**src/rtl/hdlc_tx_pkg.sv**
```systemverilog
package hdlc_tx_pkg;

  typedef enum logic [2:0] {
    LC_NRZ  = 3'd0,
    LC_NRZI = 3'd1,
    LC_FM0  = 3'd2,
    LC_FM1  = 3'd3,
    LC_MAN  = 3'd4
  } lineCode_e;

  // Kind of 8..32-bit unit the datapath shifts out next
  typedef enum logic [1:0] {
    UK_FILL = 2'd0,   // eight ones, unstuffed
    UK_FLAG = 2'd1,   // 0x7E, unstuffed
    UK_DATA = 2'd2,   // payload byte, stuffed, into CRC
    UK_FCS  = 2'd3    // complemented check, stuffed
  } unitKind_e;

  typedef struct packed {
    logic      load;
    unitKind_e kind;
    logic      inFrame;
    logic      crcInit;
  } txStrobe_t;

  localparam int          FCS_MAX    = 32;
  localparam logic [7:0]  FLAG_BYTE  = 8'h7E;
  localparam logic [15:0] POLY_CRC16 = 16'h1021;
  localparam logic [31:0] POLY_CRC32 = 32'h04C1_1DB7;

endpackage

```
**src/rtl/hdlc_tx_ctrl.sv**
```systemverilog
module hdlc_tx_ctrl
  import hdlc_tx_pkg::*;
(
  input  logic      clk,
  input  logic      rstN,
  input  logic      unitDone,
  input  logic      inValid,
  input  logic      inLast,
  input  logic      idleFlags,
  output logic      inReady,
  output txStrobe_t stb
);

  typedef enum logic [2:0] {
    ST_IDLE, ST_OPEN, ST_DATA, ST_FCS, ST_CLOSE, ST_ABORT
  } ctrlState_e;

  ctrlState_e state, stateNxt;
  logic       lastByte;

  always_comb begin
    stateNxt    = state;
    stb         = '0;
    stb.kind    = UK_FILL;
    inReady     = 1'b0;
    if (unitDone) begin
      stb.load = 1'b1;
      case (state)
        ST_IDLE: begin
          if (inValid) begin
            stb.kind    = UK_FLAG;
            stb.inFrame = 1'b1;
            stb.crcInit = 1'b1;
            stateNxt    = ST_OPEN;
          end else begin
            stb.kind = idleFlags ? UK_FLAG : UK_FILL;
          end
        end
        ST_OPEN, ST_DATA: begin
          stb.inFrame = 1'b1;
          if (state == ST_DATA && lastByte) begin
            stb.kind = UK_FCS;
            stateNxt = ST_FCS;
          end else if (inValid) begin
            stb.kind = UK_DATA;
            inReady  = 1'b1;
            stateNxt = ST_DATA;
          end else begin
            stb.kind = UK_FILL;
            stateNxt = ST_ABORT;
          end
        end
        ST_FCS: begin
          stb.kind    = UK_FLAG;
          stb.inFrame = 1'b1;
          stateNxt    = ST_CLOSE;
        end
        default: begin
          stb.kind = idleFlags ? UK_FLAG : UK_FILL;
          stateNxt = ST_IDLE;
        end
      endcase
    end
  end

  always_ff @(posedge clk or negedge rstN) begin
    if (!rstN) begin
      state    <= ST_IDLE;
      lastByte <= 1'b0;
    end else begin
      state <= stateNxt;
      if (inReady) lastByte <= inLast;
    end
  end

  AST_READY_NEEDS_VALID: assert property (@(posedge clk) disable iff (!rstN)
    inReady |-> inValid);

  AST_FCS_THEN_CLOSE: assert property (@(posedge clk) disable iff (!rstN)
    state == ST_FCS |=> (state == ST_FCS || state == ST_CLOSE));

endmodule

```
**src/rtl/hdlc_tx_dp.sv**
```systemverilog
module hdlc_tx_dp
  import hdlc_tx_pkg::*;
#(
  parameter int BYTE_W  = 8,
  parameter int RUN_MAX = 5
)(
  input  logic              clk,
  input  logic              rstN,
  input  logic              take,
  input  logic              crcSel,
  input  logic [BYTE_W-1:0] inData,
  input  txStrobe_t         stb,
  output logic              newBit,
  output logic              newInFrame,
  output logic              unitDone
);

  localparam int CNT_W = $clog2(FCS_MAX + 1);
  localparam int RUN_W = $clog2(RUN_MAX + 1);

  logic [FCS_MAX-1:0] sreg, crcReg, crcNext, crcEff, fcsInv, fcsRev, loadVec;
  logic [CNT_W-1:0]   cnt, loadCnt;
  logic [RUN_W-1:0]   onesRun;
  logic               stuffOn, crcOn, inFrameR;
  logic               loadStuff, loadCrcOn;
  logic               stuffNow, endsRun, crcUpd, fb16, fb32;

  assign stuffNow   = stuffOn && (onesRun == RUN_W'(RUN_MAX));
  assign endsRun    = stuffOn && sreg[0] && (onesRun == RUN_W'(RUN_MAX - 1));
  assign newBit     = stuffNow ? 1'b0 : sreg[0];
  assign newInFrame = inFrameR;
  assign unitDone   = take && (stuffNow ? (cnt == '0)
                                        : (cnt == CNT_W'(1) && !endsRun));
  assign crcUpd     = take && !stuffNow && crcOn;

  // Bit-serial check update, data bit in transmission order
  always_comb begin
    crcNext = crcReg;
    fb16    = crcReg[15] ^ sreg[0];
    fb32    = crcReg[FCS_MAX-1] ^ sreg[0];
    if (crcSel)
      crcNext = {crcReg[FCS_MAX-2:0], 1'b0} ^ (fb32 ? POLY_CRC32 : '0);
    else
      crcNext[15:0] = {crcReg[14:0], 1'b0} ^ (fb16 ? POLY_CRC16 : 16'h0);
  end

  assign crcEff = crcUpd ? crcNext : crcReg;
  assign fcsInv = ~crcEff;

  // Reverse so the highest-order check bit leaves the LSB end first
  always_comb begin
    fcsRev = '0;
    for (int i = 0; i < FCS_MAX; i++) begin
      if (crcSel)      fcsRev[i] = fcsInv[FCS_MAX-1-i];
      else if (i < 16) fcsRev[i] = fcsInv[15-i];
    end
  end

  always_comb begin
    loadVec   = '0;
    loadCnt   = CNT_W'(8);
    loadStuff = 1'b0;
    loadCrcOn = 1'b0;
    case (stb.kind)
      UK_FILL: loadVec[7:0] = 8'hFF;
      UK_FLAG: loadVec[7:0] = FLAG_BYTE;
      UK_DATA: begin
        loadVec[BYTE_W-1:0] = inData;
        loadCnt   = CNT_W'(BYTE_W);
        loadStuff = 1'b1;
        loadCrcOn = 1'b1;
      end
      default: begin
        loadVec   = fcsRev;
        loadCnt   = crcSel ? CNT_W'(32) : CNT_W'(16);
        loadStuff = 1'b1;
      end
    endcase
  end

  always_ff @(posedge clk or negedge rstN) begin
    if (!rstN) begin
      sreg     <= FCS_MAX'(8'hFF);
      cnt      <= CNT_W'(8);
      onesRun  <= '0;
      stuffOn  <= 1'b0;
      crcOn    <= 1'b0;
      inFrameR <= 1'b0;
      crcReg   <= '1;
    end else begin
      if (take) begin
        if (stuffNow) begin
          onesRun <= '0;
        end else begin
          onesRun <= (stuffOn && sreg[0]) ? onesRun + 1'b1 : '0;
          sreg    <= sreg >> 1;
          cnt     <= cnt - 1'b1;
        end
      end
      if (crcUpd) crcReg <= crcNext;
      if (stb.load) begin
        sreg     <= loadVec;
        cnt      <= loadCnt;
        stuffOn  <= loadStuff;
        crcOn    <= loadCrcOn;
        inFrameR <= stb.inFrame;
        if (stb.crcInit) crcReg <= '1;
      end
    end
  end

  AST_RUN_BOUND: assert property (@(posedge clk) disable iff (!rstN)
    onesRun <= RUN_W'(RUN_MAX));

  AST_CRC_PRESET: assert property (@(posedge clk) disable iff (!rstN)
    stb.load && stb.crcInit |=> crcReg == '1);

endmodule

```
**src/rtl/hdlc_line_enc.sv**
```systemverilog
module hdlc_line_enc
  import hdlc_tx_pkg::*;
(
  input  logic      clk,
  input  logic      rstN,
  input  logic      bitEn,
  input  lineCode_e lineCode,
  input  logic      newBit,
  input  logic      newInFrame,
  output logic      take,
  output logic      txOut,
  output logic      rts
);

  logic      lvl, curBit, needSecond, rtsR, twoSym;
  lineCode_e codeR;

  assign twoSym = (lineCode == LC_FM0) || (lineCode == LC_FM1) || (lineCode == LC_MAN);
  assign take   = bitEn && !needSecond;
  assign txOut  = lvl;
  assign rts    = rtsR;

  always_ff @(posedge clk or negedge rstN) begin
    if (!rstN) begin
      lvl        <= 1'b1;
      curBit     <= 1'b1;
      needSecond <= 1'b0;
      rtsR       <= 1'b0;
      codeR      <= LC_NRZ;
    end else if (take) begin
      curBit     <= newBit;
      rtsR       <= newInFrame;
      codeR      <= lineCode;
      needSecond <= twoSym;
      case (lineCode)
        LC_NRZI:        lvl <= newBit ? lvl : ~lvl;
        LC_FM0, LC_FM1: lvl <= ~lvl;
        LC_MAN:         lvl <= ~newBit;
        default:        lvl <= newBit;
      endcase
    end else if (bitEn) begin
      needSecond <= 1'b0;
      case (codeR)
        LC_FM0:  if (!curBit) lvl <= ~lvl;
        LC_FM1:  if (curBit)  lvl <= ~lvl;
        LC_MAN:  lvl <= curBit;
        default: lvl <= lvl;
      endcase
    end
  end

  AST_MANCH_MID: assert property (@(posedge clk) disable iff (!rstN)
    bitEn && needSecond && codeR == LC_MAN |=> txOut != $past(txOut));

  AST_FM_BOUNDARY: assert property (@(posedge clk) disable iff (!rstN)
    take && (lineCode == LC_FM0 || lineCode == LC_FM1) |=> txOut != $past(txOut));

endmodule

```
**src/rtl/hdlc_tx_top.sv**
```systemverilog
module hdlc_tx_top
  import hdlc_tx_pkg::*;
#(
  parameter int BYTE_W  = 8,
  parameter int RUN_MAX = 5
)(
  input  logic              clk,
  input  logic              rstN,
  input  logic              bitEn,
  input  logic [2:0]        lineCode,
  input  logic              crcSel,
  input  logic              idleFlags,
  input  logic [BYTE_W-1:0] inData,
  input  logic              inValid,
  input  logic              inLast,
  output logic              inReady,
  output logic              txOut,
  output logic              rts
);

  txStrobe_t stb;
  logic      unitDone, take, newBit, newInFrame;

  hdlc_tx_ctrl u_ctrl (
    .clk      (clk),
    .rstN     (rstN),
    .unitDone (unitDone),
    .inValid  (inValid),
    .inLast   (inLast),
    .idleFlags(idleFlags),
    .inReady  (inReady),
    .stb      (stb)
  );

  hdlc_tx_dp #(.BYTE_W(BYTE_W), .RUN_MAX(RUN_MAX)) u_dp (
    .clk       (clk),
    .rstN      (rstN),
    .take      (take),
    .crcSel    (crcSel),
    .inData    (inData),
    .stb       (stb),
    .newBit    (newBit),
    .newInFrame(newInFrame),
    .unitDone  (unitDone)
  );

  hdlc_line_enc u_enc (
    .clk       (clk),
    .rstN      (rstN),
    .bitEn     (bitEn),
    .lineCode  (lineCode_e'(lineCode)),
    .newBit    (newBit),
    .newInFrame(newInFrame),
    .take      (take),
    .txOut     (txOut),
    .rts       (rts)
  );

  AST_RTS_DROP_ON_TICK: assert property (@(posedge clk) disable iff (!rstN)
    $fell(rts) |-> $past(bitEn));

endmodule

```
**config.mk**
```make
export PLATFORM = sky130hd
export DESIGN_NAME = hdlc_tx_top
export DESIGN_NICKNAME = d
export VERILOG_FILES = /design/src/rtl/hdlc_tx_pkg.sv /design/src/rtl/hdlc_tx_ctrl.sv /design/src/rtl/hdlc_tx_dp.sv /design/src/rtl/hdlc_line_enc.sv /design/src/rtl/hdlc_tx_top.sv
export SDC_FILE = /design/constraint.sdc
export NUM_CORES = 1
export LEC_CHECK = 0
export ABC_AREA = 1
export ABC_CLOCK_PERIOD_IN_PS = 3680
export BUFFER_PORTS_ARGS = -buffer_cell sky130_fd_sc_hd__buf_4
export CORE_MARGIN = 2
export CORE_UTILIZATION = 45
export CTS_CLUSTER_SIZE = 28
export DETAILED_ROUTE_END_ITERATION = 12
export PLACE_DENSITY_LB_ADDON = 0.12
export SLEW_MARGIN = 10
export SYNTH_ARGS = -nofsm -noshare
export SYNTH_HDL_FRONTEND = slang
export SYNTH_SLANG_ARGS = --single-unit
```
**constraint.sdc**
```tcl
create_clock -name clk -period 3.68 [get_ports clk]
set_input_delay 0.184 -clock clk [delete_from_list [all_inputs] [get_ports clk]]
set_output_delay 0.184 -clock clk [all_outputs]
set_load 0.1 [all_outputs]
```
==> Word level (Yosys, flattened, before mapping) <==
Cells that the tools add are included.
{ "classes": {"mux": 81, "n_div": 0, "n_eq_ne": 20, "shift": 0, "n_bitwise": 7, "mul": 0, "n_reduce_logical": 28, "n_addsub": 2, "order_cmp": 0} }
{ "op_table": {"columns": ["operator", "count"], "rows": [
  ["32-bit 2-to-1 mux", 6],
  ["1-bit 2-to-1 mux", 49],
  ["16-bit 2-to-1 mux", 2],
  ["32-bit inverter", 1],
  ["32-bit XOR", 1],
  ["6-bit 2-to-1 mux", 5],
  ["27-bit 2-to-1 mux", 1],
  ["24-bit 2-to-1 mux", 1],
  ["8-bit one-hot mux with 3 select lines", 1],
  ["3-bit by 2-bit equality test with 1-bit output, second input constant", 6],
  ["16-bit XOR", 1],
  ["3-bit 2-to-1 mux", 5],
  ["13-bit 2-to-1 mux", 1],
  ["3-bit equality test, second input constant", 4],
  ["1-bit logical AND", 9],
  ["3-bit one-hot mux with 3 select lines", 1],
  ["2-bit 2-to-1 mux", 4],
  ["3-bit by 1-bit equality test with 1-bit output, second input constant", 2],
  ["6-bit by 1-bit equality test with 1-bit output, second input constant", 1],
  ["6-bit zero test", 1],
  ["3-bit inequality test, second input constant", 2],
  ["1-bit one-hot mux with 3 select lines", 2],
  ["2-bit one-hot mux with 3 select lines", 1],
  ["2-bit OR reduction", 3],
  ["other kinds (19)", 28]
]} }
{ "totals": {"in_bits": 18, "n_memories": 0, "reg_bits": 87, "mem_bits_rw": 0, "output_inout_bits": 3, "latch_bits": 0, "rom_bits": 0} }

==> Depth between registers and ports, before layout <==
{ "logic_depth": {"word_depth": 11, "depth_mapped": 16, "mapped_depth_nobuf": 15} }

==> By module <==
A second synthesis with hierarchy kept.
{ "hier_totals": {"hier_cells": 635, "hier_area_um2": 4860.9} }
{ "modules_own_cells": {"columns": ["mod", "cells_each", "seq_area_each_um2", "area_per_inst_um2", "n_inst"], "rows": [
  ["hdlc_tx_dp", 527, 1953.1, 4146.5, 1],
  ["hdlc_line_enc", 56, 177.7, 404.1, 1],
  ["hdlc_tx_ctrl", 52, 100.1, 310.3, 1]
]} }

==> Worst setup path before layout <==
Ideal clock, no wire load.
{ "synth_timing": {"path_type": "reg2reg", "startpoint": "register u_dp.cnt[0]", "endpoint": "register u_ctrl.lastByte", "setup_ns": 0.199, "required_time_ns": 3.481, "period_less_slack_ns": 3.001, "t_arrival_ns": 2.802, "slack_ns": 0.679, "stages_incl_launch_ff": 9, "path_buffers": 1, "path_cell_list": "dfrtp_1 -> inv_1 -> ha_1 -> nand3_1 -> o21ai_4 -> nand3_2 -> buf_2 -> nor2_1 -> o21ai_0"} }
{ "synth_via": {"elab_chain_len": 5, "word_cells_on_any_way": 6, "cone_classes": "eq/ne (1); mux (2); reduce/logical (3)"} }
{ "synth_rtl": {"columns": ["element", "line_no", "rtl"], "rows": [
  ["start: declaration", "hdlc_tx_dp.sv:22", "logic [CNT_W-1:0] cnt, loadCnt;"],
  ["start signal: assignment", "hdlc_tx_dp.sv:97", "cnt <= cnt - 1'b1;"],
  ["start signal: assignment", "hdlc_tx_dp.sv:103", "cnt <= loadCnt;"],
  ["6-bit by 1-bit equality test with 1-bit output", "hdlc_tx_dp.sv:33", ": (cnt == CNT_W'(1) && !endsRun));"],
  ["1-bit logical AND", "hdlc_tx_dp.sv:33", null],
  ["1-bit 2-to-1 mux (*)", "hdlc_tx_dp.sv:32", "assign unitDone = take && (stuffNow ? (cnt == '0)"],
  ["1-bit logical AND (*)", "hdlc_tx_dp.sv:32", null],
  ["1-bit 2-to-1 mux (*)", "hdlc_tx_ctrl.sv:26", "if (unitDone) begin"],
  ["via inReady", "hdlc_tx_top.sv:16", "output logic inReady,"],
  ["end signal: assignment", "hdlc_tx_ctrl.sv:72", "if (inReady) lastByte <= inLast;"],
  ["end: declaration", "hdlc_tx_ctrl.sv:19", "logic lastByte;"]
]} }
Mark *: on every way through the listed nets, which the timed path passes. The rest lies on a longest branch.
A chain may end at the register's enable or synchronous reset.

==> Final worst setup path <==
{ "layout_timing": {"startpoint": "register u_dp.cnt[0]", "endpoint": "register u_dp.sreg[19]"} }
{ "layout_via": {"elab_chain_len": 9, "word_cells_on_any_way": 15, "cone_classes": "eq/ne (4); mux (4); reduce/logical (7)"} }
{ "layout_rtl": {"columns": ["element", "line_no", "rtl"], "rows": [
  ["6-bit by 1-bit equality test with 1-bit output", "hdlc_tx_dp.sv:33", null],
  ["1-bit logical AND", "hdlc_tx_dp.sv:33", null],
  ["1-bit 2-to-1 mux (*)", "hdlc_tx_dp.sv:32", null],
  ["1-bit logical AND (*)", "hdlc_tx_dp.sv:32", null],
  ["5-bit 2-to-1 mux (*)", "hdlc_tx_ctrl.sv:26", null],
  ["2-bit by 1-bit equality test with 1-bit output, or another cell as far along", "hdlc_tx_dp.sv:64", "case (stb.kind)"],
  ["3-bit OR reduction (no source line)", null, null],
  ["24-bit 2-to-1 mux", "hdlc_tx_dp.sv:64", null],
  ["32-bit 2-to-1 mux", "hdlc_tx_dp.sv:101", "if (stb.load) begin"],
  ["end signal: assignment", "hdlc_tx_dp.sv:83", "sreg <= FCS_MAX'(8'hFF);"],
  ["end signal: assignment", "hdlc_tx_dp.sv:96", "sreg <= sreg >> 1;"],
  ["end signal: assignment", "hdlc_tx_dp.sv:102", "sreg <= loadVec;"],
  ["end: declaration", "hdlc_tx_dp.sv:21", "logic [FCS_MAX-1:0] sreg, crcReg, crcNext, crcEff, fcsInv, fcsRev, loadVec;"]
]} }
Every way passes the cells marked *; elsewhere a longest branch is shown, timed or not.

==> out/metrics.cfg <==
[route]
drt_wl_total_um = 11590
routed.top_layer = met4
drt_first_pass_iters = 5
vias = 4128
wl_met1_um = 5701
drc = 0
via_per_inst = 5.179
dr_wl_met2_um = 5382
dr_wl_met3_um = 337
drtAntennaViolNets = 0
wl_per_cell_um = 14.55
drtIter0Drc = 275

[clock_tree]
htreeDepth = 3
cts.sink_count = 87
numCtsBuffers = 9
clk_latency_ns = 0.36
clkTransAtPathRegs_ns = 0.08
post_cts_resized = 0
clockBufferDepth = 2
tritoncts = done
clock-root-buffer = clkbuf_8

[sta]
drv_slew = 0
period_share_pct = 77.82
timing.fmax_ghz = 0.3492
fin_crit_ns = 2.864
fin_worst_skew_ns = 0.007425
rsz0062_at_grt = no
slew_headroom_pct = 43.14
hold_slack_ns = 0.02915
finalWorstSetupSlack_ns = 0.8162
hold_viol = 0
setup_tns_ns = 0
setup_viol = 0
tightestPinTransition_ns = 0.8498

[logic_synthesis]
synth.distinct_cells = 36
synthCells = 644
ys_seq_area_share_pct = 46.53
syn_area_per_cell_um2 = 7.445
ys_warn_count = 0
synth_largest_type_area_fraction_pct = 23.56
synth_nets = 668
ys_top_cells_by_count = nand2_1 (249), inv_1 (64), o21ai_0 (46)
synth_area_um2 = 4795
yosys.area.top_type = dfstp_2
synth_flop_cell = dfrtp_1
async_reset_ff_share_pct = 100.0
ys_seq_elements = 87
yosysMostFrequentCell = nand2_1
synth-edff-count = 0
synth_area_leaders = dfstp_2 (24%), dfrtp_1 (23%), nand2_1 (19%), inv_1 (5.0%), o21ai_0 (4.8%)

[cells_and_area]
n_antenna_cell = 0
seq_area_um2 = 2231
nets = 680
post-route-util_pct = 50.79
area_delta_synth_final_pct = 9.369
fillCellCount = 1035
drive_above_1_share_pct = 16.04
multi_input_area_um2 = 2167

[placement]
io_buffers = 20
pre_cts_ws_ns = 0.8351
dp_hpwl_um = 8138
routabilityCongestion = 0.8808

[floorplanning]
ioPinCount = 21
num_rows = 37
dieHeight_um = 107.2
die_x_um = 107.2
die_area_um2 = 11500
fp.coreArea_um2 = 10320
start_util_pct = 46.44

[worst_setup_path]
crit_path_max_fanout = 35
cp-end-kind = flip-flop
path_class = flip-flop to flip-flop
critPathLaunchType = flip-flop
required_ns = 3.92
cp.arrival_ns = 3.10

[pwr]
p_leak_nw = 2.628
p_total_mw = 3.539
peakVddDrop_uv = 349.3
p_per_area_nw_per_um2 = 674.9

[global_routing]
grt_max_degree = 64
grt_pass1_vias = 3886
grt_usage_pct = 21.57
grt_overflow_total = 0
antenna_found_initial = 0
grt_pass1_wl_um = 19310

[flow_run]
drv_cap = 0

[outcome]
status = finished clean

[hold_path]
hold_class = primary input to flip-flop

final cells by class:
| cell class | count | share of cell area, % |
|---|---|---|
| flip-flops and latches | 87 | 42.54 |
| clock buffers | 12 | 2.959 |
| multi-input cells | 458 | 41.33 |
| well taps | 136 | 3.245 |
| clock inverters | 4 | 0.8590 |
| repair buffers | 26 | 3.770 |
| inverters | 74 | 5.297 |
cell families after synthesis:
kind of cell               count (synthesis)  share of synthesized area [%]
and+or+nand+nor                          337                          29.41
DFF                                       87                          46.53
adders and majority gates                  6                          1.566
xor gates and xnor gates                   5                         0.9133
buffers and inverters                     99                          8.273
AOI/OAI and AO/OA                        110                          13.31
layer usage:
metal / vias up / track usage, %
met2: 75 / 33.23
met1: 1961 / 31.08
met5: - / 0
met3: 14 / 2.796
li1: 2078 / -
met4: 0 / 7.978
stage by stage:
| stage | area (um^2) | instances |
|---|---|---|
| floorplan | 4795 | 644 |
| global placement | 5034 | 780 |
| detailed placement | 5034 | 780 |
| CTS | 5244 | 797 |
| global route | 5244 | 797 |
| finish | 5244 | 797 |
registers in the layout (all words and copies together) (netlist names):
signal            flops
u_dp.crcReg          32
u_dp.sreg            32
u_dp.cnt              6
u_ctrl.state          3
u_dp.onesRun          3
u_enc.codeR           3
u_ctrl.lastByte       1
u_dp.crcOn            1
u_dp.newInFrame       1
u_dp.stuffOn          1
u_enc.curBit          1
u_enc.needSecond      1
u_enc.rts             1
u_enc.txOut           1
path summary, 6_finish.rpt:
path                         startpoint              end  slack, ns  cells after the start
setup / recovery            u_dp.cnt[0]    u_dp.sreg[19]       0.82                     10
hold / removal                   inLast  u_ctrl.lastByte       0.03                      3
setup reg to reg            u_dp.cnt[0]    u_dp.sreg[19]       0.82                     10
hold reg to reg            u_dp.sreg[5]     u_dp.sreg[5]       0.47                      2
max in group asynchronous          rstN     u_dp.sreg[5]       2.33                      3
min in group asynchronous          rstN    u_dp.sreg[14]       0.46                      2
power by group:
group | leakage [nW] | internal, mW | switching (mW)
Sequential | 0.983 | 1.43 | 0.199
Clock | 0.106 | 0.348 | 0.341
Combinational | 1.54 | 0.409 | 0.807
Total | 2.63 | 2.19 | 1.35
critical path, cell delays in order, from the launching register on:
cell and delay (ns):
dfrtp_1 0.39, inv_1 0.13, ha_1 0.17, nand3_1 0.12, o21ai_4 0.30, buf_4 0.30
inv_2 0.27, nor2_2 0.58, inv_1 0.24, o22ai_1 0.17, a21oi_1 0.06
what timing repair did:
item	CTS	global route
hold buffers	1	0
setup buffers	0	0
endpoints found under the hold margin	26	0
cells in the final DEF, fill, tap and decap left out, types with 2 or more instances in the layout:
| master | Yosys | layout |
|---|---|---|
| dfrtp_1 | 44 | 44 |
| nand2_2 | 2 | 2 |
| buf_4 | 2 | 25 |
| o21a_1 | 2 | 2 |
| nand3_1 | 44 | 44 |
| o31ai_1 | 4 | 4 |
| o21ai_0 | 46 | 46 |
| a22oi_1 | 13 | 13 |
| ha_1 | 6 | 6 |
| o211ai_1 | 4 | 4 |
| nand4_1 | 4 | 4 |
| nand2_1 | 249 | 249 |
| inv_2 | 10 | 10 |
| dfstp_2 | 43 | 43 |
| inv_1 | 64 | 64 |
| clkbuf_8 | 0 | 11 |
| nand3b_1 | 2 | 2 |
| nand3_2 | 4 | 4 |
| o21ai_1 | 12 | 12 |
| xor2_1 | 5 | 5 |
| o22ai_1 | 6 | 6 |
| a21oi_1 | 19 | 19 |
| nor2_1 | 24 | 24 |
| clkinv_2 | 0 | 3 |
| nor2_2 | 2 | 2 |
Note: power is estimated with default switching activity, not from simulation.
